### src/rtl/ovl_bus_pkg.sv
package ovl_bus_pkg;
  localparam int DW    = 32;
  localparam int NLANE = DW / 8;

  typedef enum logic [2:0] {
    ACK_WAIT = 3'b000,
    ACK_RDY  = 3'b001,
    ACK_ERR  = 3'b010,
    ACK_IDLE = 3'b111
  } ack_e;

  typedef enum logic [1:0] {
    ST_IDLE,
    ST_WAIT,
    ST_DATA,
    ST_ERR
  } st_e;

  typedef struct packed {
    logic             bad;
    logic [4:0]       beats;
    logic [NLANE-1:0] mask;
  } opdec_t;
endpackage

### src/rtl/ovl_opdec.sv
module ovl_opdec
  import ovl_bus_pkg::*;
(
  input  logic [4:0] opc,
  output opdec_t     dec
);
  always_comb begin
    dec = '0;
    if (opc[4]) begin
      dec.beats = 5'd2 << opc[1:0];
      dec.mask  = '1;
    end else begin
      dec.beats = 5'd1;
      unique case (opc[1:0])
        2'b00: dec.mask = NLANE'(1) << opc[3:2];
        2'b01: dec.mask = opc[3] ? 4'b1100 : 4'b0011;
        2'b10: dec.mask = '1;
        default: begin
          dec.bad   = 1'b1;
          dec.beats = 5'd0;
        end
      endcase
    end
  end
endmodule

### src/rtl/ovl_mem.sv
module ovl_mem
  import ovl_bus_pkg::*;
#(
  parameter int AW = 6
) (
  input  logic             clk,
  input  logic             we,
  input  logic [AW-1:0]    waddr,
  input  logic [NLANE-1:0] wmask,
  input  logic [DW-1:0]    wdata,
  input  logic [AW-1:0]    raddr,
  output logic [DW-1:0]    rdata
);
  localparam int DEPTH = 1 << AW;

  logic [DW-1:0] arr [DEPTH];

  always_ff @(posedge clk) begin
    if (we) begin
      for (int l = 0; l < NLANE; l++) begin
        if (wmask[l]) arr[waddr][8*l +: 8] <= wdata[8*l +: 8];
      end
    end
  end

  assign rdata = arr[raddr];
endmodule

### src/rtl/ovl_ctrl.sv
module ovl_ctrl
  import ovl_bus_pkg::*;
#(
  parameter int AW       = 6,
  parameter int WAIT_CYC = 2
) (
  input  logic             clk,
  input  logic             rst_n,
  input  logic             sel,
  input  opdec_t           dec,
  input  logic             rd,
  input  logic [AW-1:0]    addr,
  output logic [2:0]       ack,
  output logic             ack_oe,
  output logic             rdata_oe,
  output logic             mem_we,
  output logic [AW-1:0]    mem_addr,
  output logic [NLANE-1:0] mem_mask
);
  localparam int WCW = $clog2(WAIT_CYC + 2);
  localparam logic [WCW-1:0] WLOAD = WCW'((WAIT_CYC > 0) ? WAIT_CYC - 1 : 0);

  st_e              st_q, st_d;
  logic [WCW-1:0]   wcnt_q, wcnt_d;
  logic [4:0]       left_q, left_d;
  logic [AW-1:0]    addr_q, addr_d;
  logic             rd_q, rd_d;
  logic [NLANE-1:0] mask_q, mask_d;
  logic             last, accept;

  always_comb begin
    last   = (st_q == ST_DATA && left_q == 5'd1) || (st_q == ST_ERR);
    accept = sel && ((st_q == ST_IDLE) || last);

    st_d   = st_q;
    wcnt_d = wcnt_q;
    left_d = left_q;
    addr_d = addr_q;
    rd_d   = rd_q;
    mask_d = mask_q;

    unique case (st_q)
      ST_WAIT: begin
        if (wcnt_q == '0) st_d = ST_DATA;
        else              wcnt_d = wcnt_q - 1'b1;
      end
      ST_DATA: begin
        left_d = left_q - 5'd1;
        addr_d = addr_q + 1'b1;
        if (left_q == 5'd1) st_d = ST_IDLE;
      end
      ST_ERR:  st_d = ST_IDLE;
      default: ;
    endcase

    if (accept) begin
      addr_d = addr;
      rd_d   = rd;
      mask_d = dec.mask;
      left_d = dec.beats;
      wcnt_d = WLOAD;
      if (dec.bad)            st_d = ST_ERR;
      else if (WAIT_CYC == 0) st_d = ST_DATA;
      else                    st_d = ST_WAIT;
    end
  end

  always_ff @(posedge clk or negedge rst_n) begin
    if (!rst_n) begin
      st_q   <= ST_IDLE;
      wcnt_q <= '0;
      left_q <= '0;
      addr_q <= '0;
      rd_q   <= 1'b0;
      mask_q <= '0;
    end else begin
      st_q   <= st_d;
      wcnt_q <= wcnt_d;
      left_q <= left_d;
      addr_q <= addr_d;
      rd_q   <= rd_d;
      mask_q <= mask_d;
    end
  end

  always_comb begin
    unique case (st_q)
      ST_WAIT: ack = ACK_WAIT;
      ST_DATA: ack = ACK_RDY;
      ST_ERR:  ack = ACK_ERR;
      default: ack = ACK_IDLE;
    endcase
  end

  assign ack_oe   = (st_q != ST_IDLE);
  assign rdata_oe = (st_q == ST_DATA) && rd_q;
  assign mem_we   = (st_q == ST_DATA) && !rd_q;
  assign mem_addr = addr_q;
  assign mem_mask = mask_q;
endmodule

### src/rtl/ovl_bus_slave.sv
module ovl_bus_slave
  import ovl_bus_pkg::*;
#(
  parameter int AW       = 6,
  parameter int WAIT_CYC = 2
) (
  input  logic          clk,
  input  logic          rst_n,
  input  logic          sel,
  input  logic [4:0]    opc,
  input  logic          rd,
  input  logic [AW-1:0] addr,
  input  logic [31:0]   wdata,
  output logic [2:0]    ack,
  output logic          ack_oe,
  output logic [31:0]   rdata,
  output logic          rdata_oe
);
  opdec_t           dec;
  logic             mem_we;
  logic [AW-1:0]    mem_addr;
  logic [NLANE-1:0] mem_mask;
  logic [DW-1:0]    mem_rdata;

  ovl_opdec u_dec (
    .opc (opc),
    .dec (dec)
  );

  ovl_ctrl #(.AW(AW), .WAIT_CYC(WAIT_CYC)) u_ctrl (
    .clk      (clk),
    .rst_n    (rst_n),
    .sel      (sel),
    .dec      (dec),
    .rd       (rd),
    .addr     (addr),
    .ack      (ack),
    .ack_oe   (ack_oe),
    .rdata_oe (rdata_oe),
    .mem_we   (mem_we),
    .mem_addr (mem_addr),
    .mem_mask (mem_mask)
  );

  ovl_mem #(.AW(AW)) u_mem (
    .clk   (clk),
    .we    (mem_we),
    .waddr (mem_addr),
    .wmask (mem_mask),
    .wdata (wdata),
    .raddr (mem_addr),
    .rdata (mem_rdata)
  );

  assign rdata = rdata_oe ? mem_rdata : '0;
endmodule

### config.mk
export PLATFORM = sky130hd
export DESIGN_NAME = ovl_bus_slave
export DESIGN_NICKNAME = d
export VERILOG_FILES = /design/src/rtl/ovl_bus_pkg.sv /design/src/rtl/ovl_opdec.sv /design/src/rtl/ovl_mem.sv /design/src/rtl/ovl_ctrl.sv /design/src/rtl/ovl_bus_slave.sv
export SDC_FILE = /design/constraint.sdc
export NUM_CORES = 2
export LEC_CHECK = 0
export BUFFER_PORTS_ARGS = -buffer_cell sky130_fd_sc_hd__buf_2
export CAP_MARGIN = 25
export CELL_PAD_IN_SITES_DETAIL_PLACEMENT = 1
export CELL_PAD_IN_SITES_GLOBAL_PLACEMENT = 2
export CORE_UTILIZATION = 50
export CTS_BUF_LIST = sky130_fd_sc_hd__clkbuf_8
export DETAILED_ROUTE_END_ITERATION = 16
export PLACE_DENSITY = 0.91
export REMOVE_ABC_BUFFERS = 1
export SLEW_MARGIN = 15
export SYNTH_ARGS = -nofsm -noshare
export SYNTH_HDL_FRONTEND = slang
export SYNTH_SLANG_ARGS = --single-unit
export TNS_END_PERCENT = 100
### constraint.sdc
create_clock -name clk -period 7.3 [get_ports clk]
set_input_delay 0 -clock clk [delete_from_list [all_inputs] [get_ports clk]]
set_output_delay 0 -clock clk [all_outputs]
set_load 0.01 [all_outputs]
; ---- Yosys cells after proc, flatten, opt, wreduce, memory -nomap -nowiden
; Memory sizes are Yosys's and may differ from the RTL's.
; Index checks and enable logic that the tools add are counted.
[totals]
mem_count = 1
ramBits = 2048
out_inout_bits = 37
reg_bits = 20
[op_classes]
shift = 2
muxes = 31
n_reduce_logical = 17
add_sub_neg = 3
n_eq_ne = 9
[mem_list]
columns = name, depth, word_bits, rd, rd_ports_with_merged_regs, wr, line_no
row1 = u_mem.arr, 64, 32, 1, 0, 1, ovl_mem.sv:16  ; logic [DW-1:0] arr [DEPTH];
[ops]
columns = op, n
row1 = 32-bit 2-to-1 mux, 1
row2 = 6-bit 2-to-1 mux, 3
row3 = 2-bit 2-to-1 mux, 7
row4 = 1-bit 2-to-1 mux, 13
row5 = 4-bit one-hot mux with 3 select lines, 1
row6 = 5-bit 2-to-1 mux, 2
row7 = 9-bit 2-to-1 mux, 1
row8 = 3-bit one-hot mux with 3 select lines, 1
row9 = "6-bit by 1-bit adder with 6-bit output, second input constant", 1
row10 = "2-bit equality test, second input constant", 3
row11 = 2-bit logical NOT, 3
row12 = 2-bit one-hot mux with 3 select lines, 1
row13 = 2-bit nonzero test, 3
row14 = "5-bit by 1-bit equality test with 1-bit output, second input constant", 1
row15 = "2-bit by 2-bit << shifter with 5-bit output, first input constant", 1
row16 = "5-bit by 1-bit subtractor with 5-bit output, second input constant", 1
row17 = "2-bit by 1-bit equality test with 1-bit output, second input constant", 2
row18 = 1-bit logical AND, 4
row19 = 4-bit 2-to-1 mux, 1
row20 = 4-bit nonzero test, 1
row21 = "1-bit by 2-bit << shifter with 4-bit output, first input constant", 1
row22 = "3-bit by 1-bit inequality test with 1-bit output, second input constant", 1
row23 = "3-bit by 2-bit inequality test with 1-bit output, second input constant", 1
row24 = 3-bit AND reduction, 1
row25 = other kinds (6), 7

; ---- Depth between registers and ports, before layout
[depth]
word_depth = 7
mapped_depth = 10
mapped_depth_nobuf = 8

; ---- By module
; A second synthesis with hierarchy kept.
[hier_totals]
cells_unflattened = 3705
area_unflattened_um2 = 80617.3
[modules_own_cells]
columns = mod, area_each_um2, seq_area_each_um2, n_inst, cells_per_inst
row1 = ovl_mem, 79130.9, 61499.0, 1, 3544
row2 = ovl_ctrl, 1116.1, 500.5, 1, 108
row3 = ovl_bus_slave, 255.2, 0.0, 1, 35
row4 = ovl_opdec, 115.1, 0.0, 1, 18

; ---- Worst setup path after synthesis
; No wires, ideal clock.
[synth_path]
kind = reg-to-reg
start = reg u_ctrl.addr_q[4], in the netlist u_ctrl.mem_addr[4]
end = mem u_mem.arr[34][0] (enable)
slack_ns = 4.867
required_ns = 6.930
synth_period_minus_slack_ns = 2.433
t_arrival_ns = 2.062
path_stages_with_launch = 7
path_cell_list = dfrtp_1 buf_2 clkbuf_1 nor3b_1 clkbuf_1 nand2_1 nor2_1
[synth_lines]
columns = element, line_no
row1 = start: declaration, ovl_ctrl.sv:26  ; logic [AW-1:0] addr_q, addr_d;
row2 = start signal: assignment, ovl_ctrl.sv:80  ; addr_q <= addr_d;
row3 = end: declaration, ovl_mem.sv:16
; No word-level cell before the write port.

; ---- Worst setup path in the final report
[layout_path]
start = reg u_ctrl.addr_q[1], in the netlist u_ctrl.mem_addr[1]
end = out rdata[17]
[layout_between]
elab_chain_cells = 2
[layout_rtl]
columns = element, line_no
row1 = memory read 64 x 32 bit, -
row2 = 32-bit 2-to-1 mux, ovl_bus_slave.sv:55  ; assign rdata = rdata_oe ? mem_rdata : '0;
row3 = end: declaration, ovl_bus_slave.sv:16  ; output logic [31:0] rdata,
; No other way between the ends.

==> run_results.csv <==
group,metric,value,unit
outcome,outcome,"finished, final reports clean",
min_path,holdPathStages,6,
setup_path,rr_worst_depth,4,
setup_path,critPathKind,"flip-flop to primary output",
place,hpwl,163000,microns
min_path,min_from,"opc[3]",
synthesis,synthFlopType,"edfxtp_1",
finish,area_growth,11.9,%
synthesis,yosysTopAreaCell,"edfxtp_1",
synthesis,synth_area_leaders,"edfxtp_1 (78%), a221oi_1 (5.7%), a22oi_1 (2.9%)",
cts,insertion_delay,1080,ps
place,port_buffers,83,
synthesis,netlist_instances,4724,
detailed_routing,num_vias,52838,
cts,clk_pin_slew_worst_paths,60,ps
die,coreArea,157000,sq um
sta,min_period,5870,ps
setup_path,r2r-start,"u_ctrl.mem_addr[0]",
cts,ctsResizeCount,0,
power,pwr-share-seq,0.391,
synthesis,yosysTopAreaCellShare,0.775,
sta,fin_skew,73.9,ps
setup_path,end_kind,"primary output",
power,leakagePower,27.8,nW
finish,drive_gt1_frac,0.135,
grt,grt_pass1_vias,52563,
cts,cts_max_level,5,
cts,clock-sinks,2068,
setup_path,critPathRequiredTime,7300,ps
die,die_area,160000,sq um
finish,nFillCells,14199,
detailed_routing,viasPerCell,7.26,
die,rows,145,
synthesis,async_flop_share,0.00967,
synthesis,synth_common_cells,"edfxtp_1 (2,048), a221oi_1 (516), nor2_1 (468)",
setup_path,timing.rr.end,"u_mem.arr[39][21]",
synthesis,synth_cell_types,63,
sta,slew_headroom,0.0657,
sta,finalMaxSlewViolations,0,
setup_path,path_max_fanout,48,
power,combPwrFrac,0.335,
die,die_y,400,microns
power,p_sw,13.4,mW
cts,cts_setup_buffers,0,
setup_path,crit_path_start_kind,"flip-flop",
grt,antenna_found_initial,34,
min_path,hp-class,"input port to flip-flop",
setup_path,r2r_slack,2820,ps
detailed_routing,dr.pass1.iters,6,
die,dieWidth,400,microns
sta,fmax,0.170,GHz
grt,grt_max_degree,121,
sta,setup_ws,1430,ps
setup_path,critPathArrivalTime,5870,ps
detailed_routing,wire_per_inst,39.4,microns
detailed_routing,drt-total-wl,287000,microns
power,p_int,21.0,mW
power,powerDensity,388,nW/um^2
cts,cts_tree,"yes",
power,swShare,0.388,
power,ir_worst_vdd,573,uV
cts,cts_buffer_depth,4,
sta,setup_viol,0,
synthesis,yosysMostFrequentCell,"edfxtp_1",
finish,nNetsFinal,5007,
die,initial_core_util,0.505,
sta,hold_viol_final,0,
synthesis,syn_avg_cell_area,16.8,sq um
sta,final.setup.tns,0,ps
synthesis,yosysWarnings,0,
synthesis,synth-seq-area-share,0.782,
grt,grtUsageTotal,0.352,
sta,worstMarginPinSlew,1400,ps
sta,grt_setup_unrepaired,"no",
synthesis,synth_edf_count,2048,
power,p_clk_frac,0.274,
place,place_ws,2850,ps
run,drv_cap,0,
detailed_routing,drtIter0Drc,8799,
sta,finalCritPeriodShare,0.805,
detailed_routing,postRouteAntennaNets,0,
place,gp_congestion,0.894,
cts,cts_buffers,340,
synthesis,netlist_area,79300,sq um
synthesis,synth-seq-cells,2068,
detailed_routing,drc,0,
die,ios,84,
cts,postCtsHoldBufs,69,
grt,grt_pass1_wl,398000,microns
cts,root_buffer,"clkbuf_8",
grt,grt-ovfl-total,0,
min_path,min_to,"u_ctrl.mem_mask[0]",
registers in the layout (all words and copies together), names as in the netlist:
name and flops:
u_mem.arr 2048, u_ctrl.left_q 5, u_ctrl.mem_mask 4, u_ctrl.rd_q 1, u_ctrl.mem_addr 6, u_ctrl.wcnt_q 2
u_ctrl.st_q 2
cell families after synthesis:
group / Yosys count / synth area share
AOI/OAI and AO/OA: 1360 / 0.130
xor gates and xnor gates: 10 / 0.00110
adders and majority gates: 9 / 0.00142
buffers and inverters: 396 / 0.0215
DFF: 2068 / 0.782
muxes: 141 / 0.0254
and+or+nand+nor: 740 / 0.0387
how the worst max path moves through the flow:
stage,endpoint,cells after the start,slack [ps],from
2_1_floorplan,rdata[11],6,-10590,u_ctrl.mem_addr[1]
3_3_place_gp,u_mem.arr[33][11],6,2960,u_ctrl.st_q[0]
3_5_place_dp,rdata[17],9,2850,u_ctrl.mem_addr[1]
4_1_cts,rdata[29],8,1730,u_ctrl.mem_addr[0]
5_1_grt,rdata[17],9,1570,u_ctrl.mem_addr[1]
6_report,rdata[17],9,1430,u_ctrl.mem_addr[1]
final cells by class:
cell class              count  area (sq um)  share of cell area
diodes                     35          87.6            0.000987
clock inverters           227          1180              0.0133
clock buffers             351          4830              0.0544
flip-flops and latches   2068         62000               0.699
well taps                2058          2570              0.0290
inverters                  16          70.1            0.000789
repair buffers            265          2230              0.0251
multi-input cells        2260         15800               0.178
cell usage in the layout, fill, tap and decap left out, types with 11 or more instances in the layout:
| cell | synthesis | layout |
|---|---|---|
| a221oi_1 | 516 | 516 |
| clkbuf_8 | 0 | 351 |
| mux2i_1 | 83 | 83 |
| nand4_1 | 13 | 13 |
| o22ai_1 | 119 | 119 |
| buf_4 | 16 | 89 |
| o221ai_1 | 25 | 25 |
| nand2_1 | 133 | 127 |
| buf_12 | 0 | 14 |
| buf_2 | 106 | 83 |
| edfxtp_1 | 2048 | 2048 |
| a21oi_1 | 68 | 68 |
| nor2_1 | 468 | 463 |
| inv_1 | 12 | 127 |
| a22o_1 | 36 | 36 |
| a22oi_1 | 310 | 310 |
| o21a_1 | 12 | 12 |
| diode_2 | 0 | 35 |
| mux4_2 | 47 | 47 |
| clkinv_2 | 0 | 32 |
| o21ai_0 | 157 | 157 |
| dfrtp_1 | 20 | 16 |
| dlygate4sd3_1 | 0 | 68 |
| o31a_1 | 24 | 24 |
| mux2_2 | 11 | 11 |
| clkinv_1 | 1 | 65 |
| nand3_1 | 19 | 19 |
| nor3_1 | 53 | 51 |
worst max-delay path, cell delays in order, from the launching register on:
cell	delay (ps)
dfrtp_4	620
buf_4	670
nand2b_1	880
buf_4	410
o22ai_1	220
a221oi_1	310
nor2_1	130
a2111oi_0	790
a31oi_1	450
buf_2	280
metrics by stage:
step	hold WS (ps)	utilization	instances	cell area, sq um	total power, mW
2_1_floorplan	-296	-	4344	77700	19.9
3_3_place_gp	15.4	0.521	6585	81700	24.1
3_5_place_dp	17.0	0.521	6591	81800	24.5
4_1_cts	18.2	0.564	7238	88500	33.8
5_1_grt	98.3	0.565	7257	88700	34.9
6_report	92.6	0.566	7280	88800	34.4
per-layer routing:
| metal | GRT usage | routed length [microns] | share of wire |
|---|---|---|---|
| met5 | 0.00149 | 418 | 0.0015 |
| met4 | 0.228 | 21100 | 0.074 |
| met3 | 0.136 | 40400 | 0.14 |
| met2 | 0.523 | 129000 | 0.45 |
| met1 | 0.429 | 96000 | 0.33 |
power groups by stage:
stage | clock network, mW | logic, mW | registers (mW)
2_1_floorplan | 0 | 5.98 | 13.9
3_3_place_gp | 0 | 10.4 | 13.7
3_5_place_dp | 0 | 10.8 | 13.7
4_1_cts | 9.41 | 11.0 | 13.4
5_1_grt | 9.86 | 11.6 | 13.5
6_report | 9.44 | 11.5 | 13.5
Note: power is estimated with default switching activity, not from simulation.
